--- src/rtl/mmio_poll_pkg.sv ---
package mmio_poll_pkg;
  // Register selector inside the device window (word offset bits [3:2])
  typedef enum logic [1:0] {
    SEL_RX_CTRL = 2'd0,
    SEL_RX_DATA = 2'd1,
    SEL_TX_CTRL = 2'd2,
    SEL_TX_DATA = 2'd3
  } reg_sel_e;

  typedef struct packed {
    logic     hit;     // address is inside the window
    logic     mapped;  // offset names one of the four words
    reg_sel_e sel;
  } decode_t;

  localparam int CTRL_READY_BIT = 0;
  localparam int CTRL_IE_BIT    = 1;
endpackage

--- src/rtl/mmio_addr_decode.sv ---
module mmio_addr_decode
  import mmio_poll_pkg::*;
#(
  parameter int ADDR_W   = 32,
  parameter int WIN_BITS = 16,
  parameter logic [ADDR_W-WIN_BITS-1:0] WIN_TAG = '1
) (
  input  logic              req,
  input  logic [ADDR_W-1:0] addr,
  output decode_t           dec
);
  localparam int REG_BITS = 4;  // four 32-bit words
  localparam int HI_BITS  = WIN_BITS - REG_BITS;

  logic [HI_BITS-1:0] hi_off;
  assign hi_off = addr[WIN_BITS-1:REG_BITS];

  always_comb begin
    dec.hit    = req && (addr[ADDR_W-1:WIN_BITS] == WIN_TAG);
    dec.mapped = (hi_off == '0);
    dec.sel    = reg_sel_e'(addr[REG_BITS-1:2]);
  end
endmodule

--- src/rtl/mmio_rx_channel.sv ---
module mmio_rx_channel #(
  parameter int DATA_W = 8
) (
  input  logic              clk,
  input  logic              rst_n,
  input  logic              in_valid,
  input  logic [DATA_W-1:0] in_data,
  output logic              in_ready,
  input  logic              rd_data_stb,
  input  logic              ie_wr,
  input  logic              ie_wdata,
  output logic              full,
  output logic              ie,
  output logic [DATA_W-1:0] data
);
  logic take;

  assign in_ready = !full || rd_data_stb;
  assign take     = in_valid && in_ready;

  always_ff @(posedge clk) begin
    if (!rst_n) begin
      full <= 1'b0;
      ie   <= 1'b0;
      data <= '0;
    end else begin
      if (take) begin
        full <= 1'b1;          // set wins over the read clear
        data <= in_data;
      end else if (rd_data_stb) begin
        full <= 1'b0;
      end
      if (ie_wr) ie <= ie_wdata;
    end
  end

  // a data load of a full slot with no new byte empties it
  p_read_clear_r3: assert property (@(posedge clk) disable iff (!rst_n)
    (rd_data_stb && full && !in_valid) |=> !full);
  // an accepted byte is always held afterwards, even during a read
  p_set_wins_r5: assert property (@(posedge clk) disable iff (!rst_n)
    (in_valid && in_ready) |=> (full && data == $past(in_data)));
  // a full slot that is not being read keeps its byte
  p_no_overwrite_r2: assert property (@(posedge clk) disable iff (!rst_n)
    (full && !rd_data_stb) |=> (full && $stable(data)));
endmodule

--- src/rtl/mmio_tx_channel.sv ---
module mmio_tx_channel #(
  parameter int DATA_W = 8
) (
  input  logic              clk,
  input  logic              rst_n,
  input  logic              wr_stb,
  input  logic [DATA_W-1:0] wr_data,
  input  logic              ie_wr,
  input  logic              ie_wdata,
  output logic              out_valid,
  input  logic              out_ready,
  output logic [DATA_W-1:0] out_data,
  output logic              space,
  output logic              ie
);
  logic full;
  logic load;

  assign load      = wr_stb && !full;
  assign out_valid = full;
  assign space     = !full;

  always_ff @(posedge clk) begin
    if (!rst_n) begin
      full     <= 1'b0;
      out_data <= '0;
      ie       <= 1'b0;
    end else begin
      if (load) begin
        full     <= 1'b1;
        out_data <= wr_data;
      end else if (full && out_ready) begin
        full <= 1'b0;
      end
      if (ie_wr) ie <= ie_wdata;
    end
  end

  // a store into an empty slot is offered to the device
  p_store_r6: assert property (@(posedge clk) disable iff (!rst_n)
    (wr_stb && space) |=> (out_valid && out_data == $past(wr_data)));
  // offered byte holds until taken
  p_hold_r7: assert property (@(posedge clk) disable iff (!rst_n)
    (out_valid && !out_ready) |=> (out_valid && $stable(out_data)));
  // a handshake frees the slot
  p_accept_r7: assert property (@(posedge clk) disable iff (!rst_n)
    (out_valid && out_ready) |=> space);
endmodule

--- src/rtl/mmio_poll_port.sv ---
module mmio_poll_port
  import mmio_poll_pkg::*;
#(
  parameter int ADDR_W   = 32,
  parameter int BUS_W    = 32,
  parameter int DATA_W   = 8,
  parameter int WIN_BITS = 16
) (
  input  logic              clk,
  input  logic              rst_n,
  input  logic              bus_valid,
  input  logic              bus_write,
  input  logic [ADDR_W-1:0] bus_addr,
  input  logic [BUS_W-1:0]  bus_wdata,
  output logic              bus_sel,
  output logic              bus_rvalid,
  output logic [BUS_W-1:0]  bus_rdata,
  input  logic              in_valid,
  input  logic [DATA_W-1:0] in_data,
  output logic              in_ready,
  output logic              out_valid,
  input  logic              out_ready,
  output logic [DATA_W-1:0] out_data,
  output logic              irq
);
  localparam int PAD_W = BUS_W - DATA_W;

  decode_t dec;
  logic acc_rd, acc_wr;
  logic rx_data_rd, rx_ctrl_wr, tx_data_wr, tx_ctrl_wr;
  logic rx_full, rx_ie, tx_space, tx_ie;
  logic [DATA_W-1:0] rx_byte;
  logic [BUS_W-1:0]  rd_mux;

  mmio_addr_decode #(
    .ADDR_W(ADDR_W), .WIN_BITS(WIN_BITS)
  ) u_dec (
    .req(bus_valid), .addr(bus_addr), .dec(dec)
  );

  assign bus_sel = dec.hit;
  assign acc_rd  = dec.hit && dec.mapped && !bus_write;
  assign acc_wr  = dec.hit && dec.mapped && bus_write;

  assign rx_data_rd = acc_rd && (dec.sel == SEL_RX_DATA);
  assign rx_ctrl_wr = acc_wr && (dec.sel == SEL_RX_CTRL);
  assign tx_data_wr = acc_wr && (dec.sel == SEL_TX_DATA);
  assign tx_ctrl_wr = acc_wr && (dec.sel == SEL_TX_CTRL);

  mmio_rx_channel #(.DATA_W(DATA_W)) u_rx (
    .clk(clk), .rst_n(rst_n),
    .in_valid(in_valid), .in_data(in_data), .in_ready(in_ready),
    .rd_data_stb(rx_data_rd),
    .ie_wr(rx_ctrl_wr), .ie_wdata(bus_wdata[CTRL_IE_BIT]),
    .full(rx_full), .ie(rx_ie), .data(rx_byte)
  );

  mmio_tx_channel #(.DATA_W(DATA_W)) u_tx (
    .clk(clk), .rst_n(rst_n),
    .wr_stb(tx_data_wr), .wr_data(bus_wdata[DATA_W-1:0]),
    .ie_wr(tx_ctrl_wr), .ie_wdata(bus_wdata[CTRL_IE_BIT]),
    .out_valid(out_valid), .out_ready(out_ready), .out_data(out_data),
    .space(tx_space), .ie(tx_ie)
  );

  always_comb begin
    rd_mux = '0;
    if (dec.mapped) begin
      unique case (dec.sel)
        SEL_RX_CTRL: begin
          rd_mux[CTRL_READY_BIT] = rx_full;
          rd_mux[CTRL_IE_BIT]    = rx_ie;
        end
        SEL_RX_DATA: rd_mux = {{PAD_W{1'b0}}, rx_byte};
        SEL_TX_CTRL: begin
          rd_mux[CTRL_READY_BIT] = tx_space;
          rd_mux[CTRL_IE_BIT]    = tx_ie;
        end
        SEL_TX_DATA: rd_mux = '0;
        default:     rd_mux = '0;
      endcase
    end
  end

  always_ff @(posedge clk) begin
    if (!rst_n) begin
      bus_rvalid <= 1'b0;
      bus_rdata  <= '0;
    end else begin
      bus_rvalid <= dec.hit && !bus_write;
      if (dec.hit && !bus_write) bus_rdata <= rd_mux;
    end
  end

  assign irq = (rx_full && rx_ie) || (tx_space && tx_ie);

  // every window load is answered on the next cycle
  p_rvalid_r12: assert property (@(posedge clk) disable iff (!rst_n)
    (bus_sel && !bus_write) |=> bus_rvalid);
  // unmapped window offsets read as zero
  p_unmapped_r10: assert property (@(posedge clk) disable iff (!rst_n)
    (bus_sel && !bus_write && !dec.mapped) |=> (bus_rdata == '0));
  // no response to loads outside the window
  p_outside_r1: assert property (@(posedge clk) disable iff (!rst_n)
    (!bus_sel) |=> !bus_rvalid);
  // a control load leaves the receive slot untouched
  p_ctrl_read_r4: assert property (@(posedge clk) disable iff (!rst_n)
    (acc_rd && dec.sel == SEL_RX_CTRL && !in_valid) |=> $stable(rx_full));
endmodule

--- config.mk ---
export PLATFORM = sky130hd
export DESIGN_NAME = mmio_poll_port
export DESIGN_NICKNAME = d
export VERILOG_FILES = /design/src/rtl/mmio_poll_pkg.sv /design/src/rtl/mmio_addr_decode.sv /design/src/rtl/mmio_rx_channel.sv /design/src/rtl/mmio_tx_channel.sv /design/src/rtl/mmio_poll_port.sv
export SDC_FILE = /design/constraint.sdc
export NUM_CORES = 1
export LEC_CHECK = 0
export BUFFER_PORTS_ARGS = -buffer_cell sky130_fd_sc_hd__buf_4
export CAP_MARGIN = 20
export CORE_MARGIN = 4
export CORE_UTILIZATION = 39
export DETAILED_ROUTE_END_ITERATION = 10
export PLACE_DENSITY = 0.79
export SETUP_SLACK_MARGIN = 0.02
export SLEW_MARGIN = 0
export SYNTH_ARGS = -nofsm -noshare
export SYNTH_HDL_FRONTEND = slang
export SYNTH_SLANG_ARGS = --single-unit
--- constraint.sdc ---
create_clock -name clk -period 2.78 [get_ports clk]
set_clock_uncertainty 0.2 [all_clocks]
set_input_delay 0.278 -clock clk [delete_from_list [all_inputs] [get_ports clk]]
set_output_delay 0.278 -clock clk [all_outputs]
set_load 0.03 [all_outputs]
Word level (Yosys, flattened, before mapping)
Cells that the tools add are included. Widths: inputs -> output; s select.

Word-level logic and storage cells: 42. Bits of input ports: 78. Register bits: 53.

Eq/ne operators: 4. Reductions and logical operators: 23. Multiplexer cells: 7.

Operator list (number): $eq 16x16->1 const B (1); $logic_and 1x1->1 (14); $logic_not 12->1 (1); $mux 8 (1); $pmux 2 s4 (1); $mux 6 (1); $eq 2x2->1 const B (2); $mux 1 (4); $reduce_bool 2->1 (2); $logic_not 1->1 (3); $eq 2x1->1 const B (1); $logic_not 2->1 (1); $logic_or 1x1->1 (2).

Longest topological paths before layout
Gate-level depths: netlist of run 1.

Word-level depth: 8. Gate-level depth with buffers: 6. Depth with buffers taken out: 4.

Cells and area by module
A second synthesis of run 1 with hierarchy kept.

Cells, all modules: 170. Area total of the unflattened synthesis: 1511.4 µm².

By module, submodules not included: mmio_poll_port (cells an instance 72, area each 600.6 µm², times used 1); mmio_rx_channel (cells an instance 43, area each 414.1 µm², times used 1); mmio_tx_channel (cells an instance 43, area each 412.9 µm², times used 1); mmio_addr_decode (cells an instance 12, area each 83.8 µm², times used 1).

Worst setup path after synthesis of run 1
OpenSTA, ideal clock, no wires.

Path type: input-to-reg. From: in bus_addr[9]. To: reg u_rx.full. Data required time: 2.421 ns. Setup slack: 0.080 ns. Buffers on the path: 0. Stages on the path: 4. Data arrival time: 2.341 ns. Cells stage by stage: or4_1 > or4_1 > o31ai_1 > a21boi_1.

Longest elaborated chain between the ends: 7. Elaborated cells on any way between the ends: 8. Those cells by class: 1 x mux; 7 x reduce/logical.

RTL lines: start, declared (RTL line mmio_poll_port.sv:13) `input logic [ADDR_W-1:0] bus_addr,`; $logic_not 12->1 (*) (RTL line mmio_addr_decode.sv:20) `dec.mapped = (hi_off == '0);`; $logic_and 1x1->1 (*) (2 in series) (RTL line mmio_poll_port.sv:42) `assign acc_rd = dec.hit && dec.mapped && !bus_write;`; $logic_and 1x1->1 (*) (RTL line mmio_poll_port.sv:45) `assign rx_data_rd = acc_rd && (dec.sel == SEL_RX_DATA);`; $logic_or 1x1->1 (*) (RTL line mmio_rx_channel.sv:18) `assign in_ready = !full || rd_data_stb;`; net in_ready (RTL line mmio_poll_port.sv:20) `output logic in_ready,`; $logic_and 1x1->1 (*) (RTL line mmio_rx_channel.sv:19) `assign take = in_valid && in_ready;`; $mux 1 or $reduce_bool 2->1 (tied branches); end signal, assigned (RTL line mmio_rx_channel.sv:23) `full <= 1'b0;`; end signal, assigned (RTL line mmio_rx_channel.sv:28) `full <= 1'b1;`; end signal, assigned (RTL line mmio_rx_channel.sv:31) `full <= 1'b0;`; end, declared (RTL line mmio_rx_channel.sv:12) `output logic full,`.

Mark *: on every way through the listed nets, which the timed path passes. The rest lies on a longest branch. A chain may end at the register's enable or synchronous reset.

Worst setup path in the final report of run 1
From: in bus_addr[9]. To: out in_ready.

Longest elaborated chain between the ends: 5.

RTL lines (RTL line): $logic_not 12->1 (mmio_addr_decode.sv:20); $logic_and 1x1->1 (2 in series) (mmio_poll_port.sv:42); $logic_and 1x1->1 (mmio_poll_port.sv:45); $logic_or 1x1->1 (mmio_rx_channel.sv:18); end, declared (mmio_poll_port.sv:20).

Every way passes these cells.

==> results of run 1 <==
## registers in the layout, indices dropped and copies added (netlist names)
signal	flops
u_rx.ie	1
u_tx.ie	1
u_rx.full	1
bus_rdata	8
bus_rvalid	1
u_rx.data	8
u_tx.out_valid	1
u_tx.out_data	8
## cells by family (layout without fill, tap and decap cells)
group           count (synthesis)  after routing  share of synthesized area (%)
simple gates                   75             75                           24.8
buf+inv                        37             87                           15.2
flops                          29             29                           37.2
compound gates                 23             23                           9.70
mux                            20             20                           12.8
other cells                     1             24                          0.240
## cells in the mapped netlist
cell,instances,area (um2)
sky130_fd_sc_hd__nand4_1,12,75.1
sky130_fd_sc_hd__a21boi_1,4,30.0
sky130_fd_sc_hd__a21boi_0,5,37.5
sky130_fd_sc_hd__nor2b_1,1,6.26
sky130_fd_sc_hd__or3_1,1,6.26
sky130_fd_sc_hd__nand3_1,1,5.00
sky130_fd_sc_hd__buf_6,1,11.3
sky130_fd_sc_hd__dfxtp_1,29,581
sky130_fd_sc_hd__nand2b_1,3,18.8
sky130_fd_sc_hd__nor4_1,5,31.3
sky130_fd_sc_hd__o41a_1,1,11.3
sky130_fd_sc_hd__clkbuf_1,7,26.3
sky130_fd_sc_hd__or2_2,1,6.26
sky130_fd_sc_hd__or4_1,5,37.5
sky130_fd_sc_hd__nand2_1,37,139
sky130_fd_sc_hd__conb_1,1,3.75
sky130_fd_sc_hd__o22ai_1,2,12.5
sky130_fd_sc_hd__mux2i_1,20,200
sky130_fd_sc_hd__nor4b_1,2,17.5
sky130_fd_sc_hd__nor2_1,1,3.75
sky130_fd_sc_hd__inv_1,4,15.0
sky130_fd_sc_hd__and3_1,1,6.26
sky130_fd_sc_hd__o21ai_0,9,45.0
sky130_fd_sc_hd__o31ai_1,1,7.51
sky130_fd_sc_hd__or4_4,1,11.3
sky130_fd_sc_hd__nor3_1,3,15.0
sky130_fd_sc_hd__buf_2,1,5.00
sky130_fd_sc_hd__o21a_1,1,7.51
sky130_fd_sc_hd__buf_4,24,180
sky130_fd_sc_hd__nand3b_1,1,7.51
## worst register-to-register path, delay by kind of cell, from the launching register on
family / cells / cell delay, ns
compound gates: 1 / 0.44
flops: 1 / 0.37
mux: 1 / 0.23
simple gates: 1 / 0.12
## how the worst min path moves through the flow
stage                                       start                            end  cells after the start
detailed placement           u_tx.ie$_SDFFE_PN0P_           u_tx.ie$_SDFFE_PN0P_                      2
floorplan                              in_data[0]      u_rx.data[0]$_SDFFE_PN0P_                      2
CTS                                    in_data[7]      u_rx.data[7]$_SDFFE_PN0P_                      3
global route                         bus_wdata[4]  u_tx.out_data[4]$_SDFFE_PN0P_                      3
global placement    u_tx.out_data[1]$_SDFFE_PN0P_  u_tx.out_data[1]$_SDFFE_PN0P_                      2
finish                                 in_data[7]      u_rx.data[7]$_SDFFE_PN0P_                      3
## layer usage
layer	vias to the layer above	wire (um)
met5	-	0
met4	0	73
met3	7	443
met2	63	1710
met1	644	1510
li1	744	-
## placed cells by master, fill, tap and decap left out, types with 2 or more instances in the layout
cell type / n
sky130_fd_sc_hd__buf_4: 76
sky130_fd_sc_hd__nand2_1: 37
sky130_fd_sc_hd__dfxtp_1: 29
sky130_fd_sc_hd__conb_1: 24
sky130_fd_sc_hd__mux2i_1: 20
sky130_fd_sc_hd__nand4_1: 12
sky130_fd_sc_hd__o21ai_0: 9
sky130_fd_sc_hd__clkbuf_8: 6
sky130_fd_sc_hd__or4_1: 5
sky130_fd_sc_hd__a21boi_0: 5
sky130_fd_sc_hd__inv_1: 4
sky130_fd_sc_hd__nor4_1: 4
sky130_fd_sc_hd__a21boi_1: 4
sky130_fd_sc_hd__nand2b_1: 3
sky130_fd_sc_hd__nor3_1: 3
sky130_fd_sc_hd__nor4b_1: 2
sky130_fd_sc_hd__o22ai_1: 2
## power breakdown
group	total, uW	internal, uW	leakage (uW)	switching (uW)
logic	149	64.7	0.000682	84.7
registers	429	424	0.000235	4.53
clock network	344	196	0.0000443	149
total	922	685	0.000961	238
## stage by stage
stage	worst slack [ns]	power (uW)	area [um2]
after CTS	0.203	937	2150
after detailed placement	0.163	586	2060
after global placement	0.176	584	2060
final	0.206	922	2150
after floorplan	0.0798	549	1650
after global routing	0.149	973	2150
## area by class of cell
type	count	area [um2]	area share [%]
multi-input cells	142	835	38.9
flip-flops and latches	29	581	27.0
repair buffers	76	571	26.6
clock buffers	7	86.3	4.02
well taps	48	60.1	2.80
inverters	4	15.0	0.699
==> run summary, run 1 <==
GRT
• grt met1 use: 17.8%
• maximum number of pins on one net before global-route repair: 46
• vias in the first global route: 1452
• met2 layer usage reported by global route: 25.1%
• busiest layer in global routing: met2
• first-pass GRT wire length: 6.38 mm
• number of antenna violations at the first check in global routing: 0
• GR Util All Layers: 15.5%
• GRT Residual Overflow: 0
• met3 usage in global routing: 6.73%

Flow run
• number of max-cap violations: 0

Floorplan
• Initial Util: 41.4%
• number of top-level pins: 123
• std cell rows: 22
• Die Y: 71.3 um
• die outline width: 71.3 um
• total die area: 5080 um2
• placeable core region: 3770 um2

Logic synthesis
• cell area after technology mapping: 1560 um2
• Seq cells post-synth: 29
• number of standard cells after synthesis: 185
• sequential area share after synthesis: 37.2%
• total of warnings raised by yosys: 0
• mean post-synth cell area: 8.43 um2
• Synth cell types: 30

Final layout
• layout cells sized above 1: 32.9%
• post-layout utilization of the core: 56.9%
• post-layout instance count excluding filler cells: 306
• fill cell count: 370
• area growth from synthesis to final layout: 37.6%
• final antenna diode count: 0
• Final Net Count: 336

Critical path
• number of logic stages on the critical path including buffering: 5
• WP data arrival: 2.10 ns
• capture point of the worst path: in_ready
• Slowest-stage cell, CP: sky130_fd_sc_hd__or4_1
• Largest delay share family, worst path: simple AND/OR/NAND/NOR gates
• reg-to-reg critical path endpoint: u_rx.data[3]$_SDFFE_PN0P_
• Worst Path Max Fanout: 4
• worst setup path start: bus_addr[9]
• Crit Path Category: in -> out
• slowest stage delay, CP: 0.58 ns
• number of buffers and inverters on the critical path: 2
• flop-to-flop setup slack: 1.35 ns
• Worst Path Required: 2.30 ns
• Reg-to-Reg Start: u_rx.full$_SDFFE_PN0P_
• depth of the most critical reg-to-reg path: 3
• Critical Path End Type: output port
• list of cells traversed by the critical path: buf_4, or4_1, or4_1, o31ai_1, buf_4
• startpoint type of the worst setup path: primary input

STA
• unrepaired setup endpoints after global routing: false
• max-slew violation count: 0
• Tightest Pin Transition: 0.787 ns
• Fin. Hold Viols: 0
• Final period util: 92.6%
• final setup violating endpoints: 0
• timing-limited maximum frequency: 0.388 GHz
• post-route worst hold slack: 0.0464 ns
• min Tclk post-route: 2.57 ns
• Final TNS setup: 0 ns
• remaining max-slew budget at the tightest pin: 47.1%

Clocking
• clk sink count: 29
• number of buffers added to fix hold violations after cts: 0
• post-cts repair resize count: 0
• CTS Root Buffer Type: sky130_fd_sc_hd__clkbuf_8
• CTS tree: yes
• clock network latency to the later pin of the worst-skew pair: 0.28 ns
• # H-tree levels: 2
• Post-CTS Setup Bufs: 0
• number of buffers between clock root and the deepest sink: 2
• number of CTS-inserted buffers: 5
• clock-pin slew reported for the worst setup and hold paths after clock tree synthesis: 0.06 ns

Placement
• estimated wirelength of the detail-placed design: 2.97 mm
• total placed cells including tap cells: 299
• gp weighted congestion: 0.749
• IO buf count: 72

Route
• remaining antenna violation count after routing: 0
• number of iterations in the first detailed-routing pass: 4
• post-DR wirelength/cell: 12.2 um
• drt via density: 4.76
• via count: 1458
• remaining routing DRC violations: 0
• number of design-rule violations left by the first detailed-router iteration: 77
• detailed-route wire length: 3.74 mm

Power and ir drop
• power density cells: 430 nW/um2
• worst supply voltage drop on vdd: 0.238 mV
• leakage power summed over all cells: 0.000961 uW

Status
• status: complete, no violations

Worst hold path
• classification of the worst-slack hold path: in -> reg

No activity file was read; power rests on OpenSTA's default activity.
==> run 2, diff against run 1 <==
--- a/config.mk
+++ b/config.mk
@@ -5,10 +5,11 @@
 export SDC_FILE = /design/constraint.sdc
 export NUM_CORES = 1
 export LEC_CHECK = 0
+export ABC_AREA = 1
 export BUFFER_PORTS_ARGS = -buffer_cell sky130_fd_sc_hd__buf_4
 export CAP_MARGIN = 20
 export CORE_MARGIN = 4
-export CORE_UTILIZATION = 39
+export CORE_UTILIZATION = 41
 export DETAILED_ROUTE_END_ITERATION = 10
 export PLACE_DENSITY = 0.79
 export SETUP_SLACK_MARGIN = 0.02
==> run 2 against run 1 <==
  * Flip-flop and latch count unchanged
  * First-iteration DRC count is 45% lower
  * Synthesized cell count up 29%
  * Worst hold slack got worse by 0.0013 ns
  * Register-to-register slack worse by 0.08 ns
  * Critical path depth rose by 4
  * Via count grew 12%
  * Combinational power up 17%
  * Worst setup slack improved by 0.76 ns
  * Design area rose by 6.3%
  * Synthesized area is 11% higher
==> run summary, run 2 <==
Clocking
• clk sink count: 29
• # H-tree levels: 2
• post-cts repair resize count: 0
• CTS tree: yes
• Post-CTS Setup Bufs: 0
• clock-pin slew reported for the worst setup and hold paths after clock tree synthesis: 0.06 ns
• number of buffers between clock root and the deepest sink: 2
• number of buffers added to fix hold violations after cts: 0
• clock network latency to the later pin of the worst-skew pair: 0.27 ns
• CTS Root Buffer Type: sky130_fd_sc_hd__clkbuf_8
• number of CTS-inserted buffers: 5

Logic synthesis
• Synth Flop Type: sky130_fd_sc_hd__dfxtp_1
• Synth cell types: 27
• total of warnings raised by yosys: 0
• Synth area leader: sky130_fd_sc_hd__dfxtp_1
• sequential area share after synthesis: 33.6%
• number of standard cells after synthesis: 239
• dominant cell by count in the synthesized netlist: sky130_fd_sc_hd__nand2_1
• Seq cells post-synth: 29
• most instantiated cells after synthesis: sky130_fd_sc_hd__nand2_1, sky130_fd_sc_hd__nor2_1, sky130_fd_sc_hd__a21oi_1, sky130_fd_sc_hd__dfxtp_1
• top cell type's share of synthesized area: 33.6%
• mean post-synth cell area: 7.23 um2
• post-synthesis async set-or-reset flop share: 0%
• cell types with the largest area share after synthesis: sky130_fd_sc_hd__dfxtp_1, sky130_fd_sc_hd__buf_4, sky130_fd_sc_hd__nand2_1
• number of enable-type register cells in the synthesized netlist: 0
• cell area after technology mapping: 1730 um2

STA
• final setup violating endpoints: 0
• Fin. Hold Viols: 0
• remaining max-slew budget at the tightest pin: 59.6%
• unrepaired setup endpoints after global routing: false
• Final period util: 65.3%
• max-slew violation count: 0
• min Tclk post-route: 1.82 ns
• Final TNS setup: 0 ns
• timing-limited maximum frequency: 0.551 GHz
• Tightest Pin Transition: 0.606 ns
• post-route worst hold slack: 0.0451 ns

Floorplan
• std cell rows: 23
• Die Y: 72.9 um
• placeable core region: 4030 um2
• Initial Util: 42.9%
• number of top-level pins: 123
• total die area: 5320 um2
• die outline width: 72.9 um

Final layout
• most frequent standard cell in the layout excluding fill and tap cells: sky130_fd_sc_hd__buf_4
• layout cells sized above 1: 34.3%
• final antenna diode count: 0
• most frequent cells in the layout: sky130_fd_sc_hd__buf_4, sky130_fd_sc_hd__nand2_1, sky130_fd_sc_hd__nor2_1
• Final Net Count: 389
• Top Registers: bus_rdata (8), u_rx.data (8), u_tx.out_data (8)
• area growth from synthesis to final layout: 32.1%

Placement
• IO buf count: 72
• gp weighted congestion: 0.803
• estimated wirelength of the detail-placed design: 3.02 mm

GRT
• vias in the first global route: 1422
• first-pass GRT wire length: 6.18 mm
• maximum number of pins on one net before global-route repair: 22
• GR Util All Layers: 14.5%
• number of antenna violations at the first check in global routing: 0
• GRT Residual Overflow: 0

Critical path
• Worst Path Required: 2.30 ns
• WP data arrival: 1.34 ns
• Worst Path Max Fanout: 18
• Reg-to-Reg Start: u_tx.out_valid$_SDFFE_PN0P_
• reg-to-reg critical path endpoint: u_tx.out_data[7]$_SDFFE_PN0P_
• Crit Path Category: in -> out
• worst setup path start: bus_addr[12]
• flop-to-flop setup slack: 1.27 ns
• depth of the most critical reg-to-reg path: 4
• capture point of the worst path: in_ready
• startpoint type of the worst setup path: primary input
• Critical Path End Type: output port

Worst hold path
• classification of the worst-slack hold path: in -> reg

Route
• remaining antenna violation count after routing: 0
• number of design-rule violations left by the first detailed-router iteration: 42
• remaining routing DRC violations: 0
• number of iterations in the first detailed-routing pass: 4
• post-DR wirelength/cell: 10.6 um
• via count: 1629
• drt via density: 4.50
• detailed-route wire length: 3.83 mm

Power and ir drop
• worst supply voltage drop on vdd: 0.344 mV
• Net Switching: 257 uW
• P_int: 670 uW
• power density cells: 406 nW/um2
• leakage power summed over all cells: 0.00118 uW
• portion of total power attributed to sequential cells: 46.6%
• clock share of power: 34.6%
• total power draw: 927 uW
• proportion of power drawn by combinational gates: 18.8%
• switching share of total power: 27.7%

Status
• status: complete, no violations

Flow run
• number of max-cap violations: 0

==> run 2: changes by cell type in the layout (fill, tap and decap cells not counted), moves of 8 or more <==
cell and change:
sky130_fd_sc_hd__nor2_1 +31, sky130_fd_sc_hd__a21oi_1 +29, sky130_fd_sc_hd__inv_1 +21, sky130_fd_sc_hd__mux2i_1 -20
sky130_fd_sc_hd__nand4_1 -10, sky130_fd_sc_hd__nand3_1 +9, sky130_fd_sc_hd__o21bai_2 +8
==> run 2: per-layer routing <==
metal  track usage (%)  wire length (um)  up-vias
met5                 0                 0        -
met4              5.53                56        0
met3              2.89               355        6
met2              25.9              1930       59
met1              16.9              1490      714
li1                  -                 -      850
==> run 2: logic make-up after synthesis <==
logic type | synth area share (%)
AND/OR/NAND/NOR | 31.4
buffers and inverters | 19.3
AO/OA/AOI/OAI | 15.5
flip-flops | 33.6
other | 0.217
==> run 2: worst min-delay path by stage <==
| stage | start | end | depth (start not counted) |
|---|---|---|---|
| 3_5_place_dp | u_rx.data[7]$_SDFFE_PN0P_ | bus_rdata[7]$_SDFFE_PN0P_ | 2 |
| 4_1_cts | bus_wdata[6] | u_tx.out_data[6]$_SDFFE_PN0P_ | 3 |
| 3_3_place_gp | u_rx.data[7]$_SDFFE_PN0P_ | bus_rdata[7]$_SDFFE_PN0P_ | 2 |
| 6_report | bus_wdata[4] | u_tx.out_data[4]$_SDFFE_PN0P_ | 3 |
| 5_1_grt | bus_wdata[7] | u_tx.out_data[7]$_SDFFE_PN0P_ | 3 |
| 2_1_floorplan | bus_wdata[1] | u_rx.ie$_SDFFE_PN0P_ | 2 |
==> run 2: critical path, stage by stage <==
cell and delay (ns):
sky130_fd_sc_hd__buf_4 0.11, sky130_fd_sc_hd__inv_1 0.04, sky130_fd_sc_hd__nand2_1 0.04, sky130_fd_sc_hd__nor2_1 0.12
sky130_fd_sc_hd__nand2_2 0.10, sky130_fd_sc_hd__nor2_8 0.14, sky130_fd_sc_hd__nand4_4 0.13, sky130_fd_sc_hd__nand2_4 0.18
sky130_fd_sc_hd__buf_4 0.20
==> run 2: stage by stage <==
stage,cells,util (%),instance area (um2),setup slack [ns]
2_1_floorplan,262,-,1810,1.10
3_3_place_gp,354,54.6,2200,0.943
3_5_place_dp,354,54.6,2200,0.950
4_1_cts,362,56.6,2280,0.945
5_1_grt,362,56.6,2280,0.843
6_report,362,56.6,2280,0.964
==> run 2: area by class of cell <==
class | count | area (um2)
Inverter | 31 | 116
Fill cell | 393 | 1750
Clock buffer | 6 | 72.6
Multi-Input combinational cell | 172 | 900
Timing Repair Buffer | 72 | 541
Sequential cell | 29 | 581
Clock inverter | 2 | 10.0
Tap cell | 50 | 62.6
==> run 2: power by group through the flow <==
stage,Combinational [uW],Sequential [uW],Clock [uW]
after floorplan,134,439,0
after global placement,171,440,0
after detailed placement,174,441,0
after CTS,174,432,329
after global routing,192,433,342
final,174,432,321
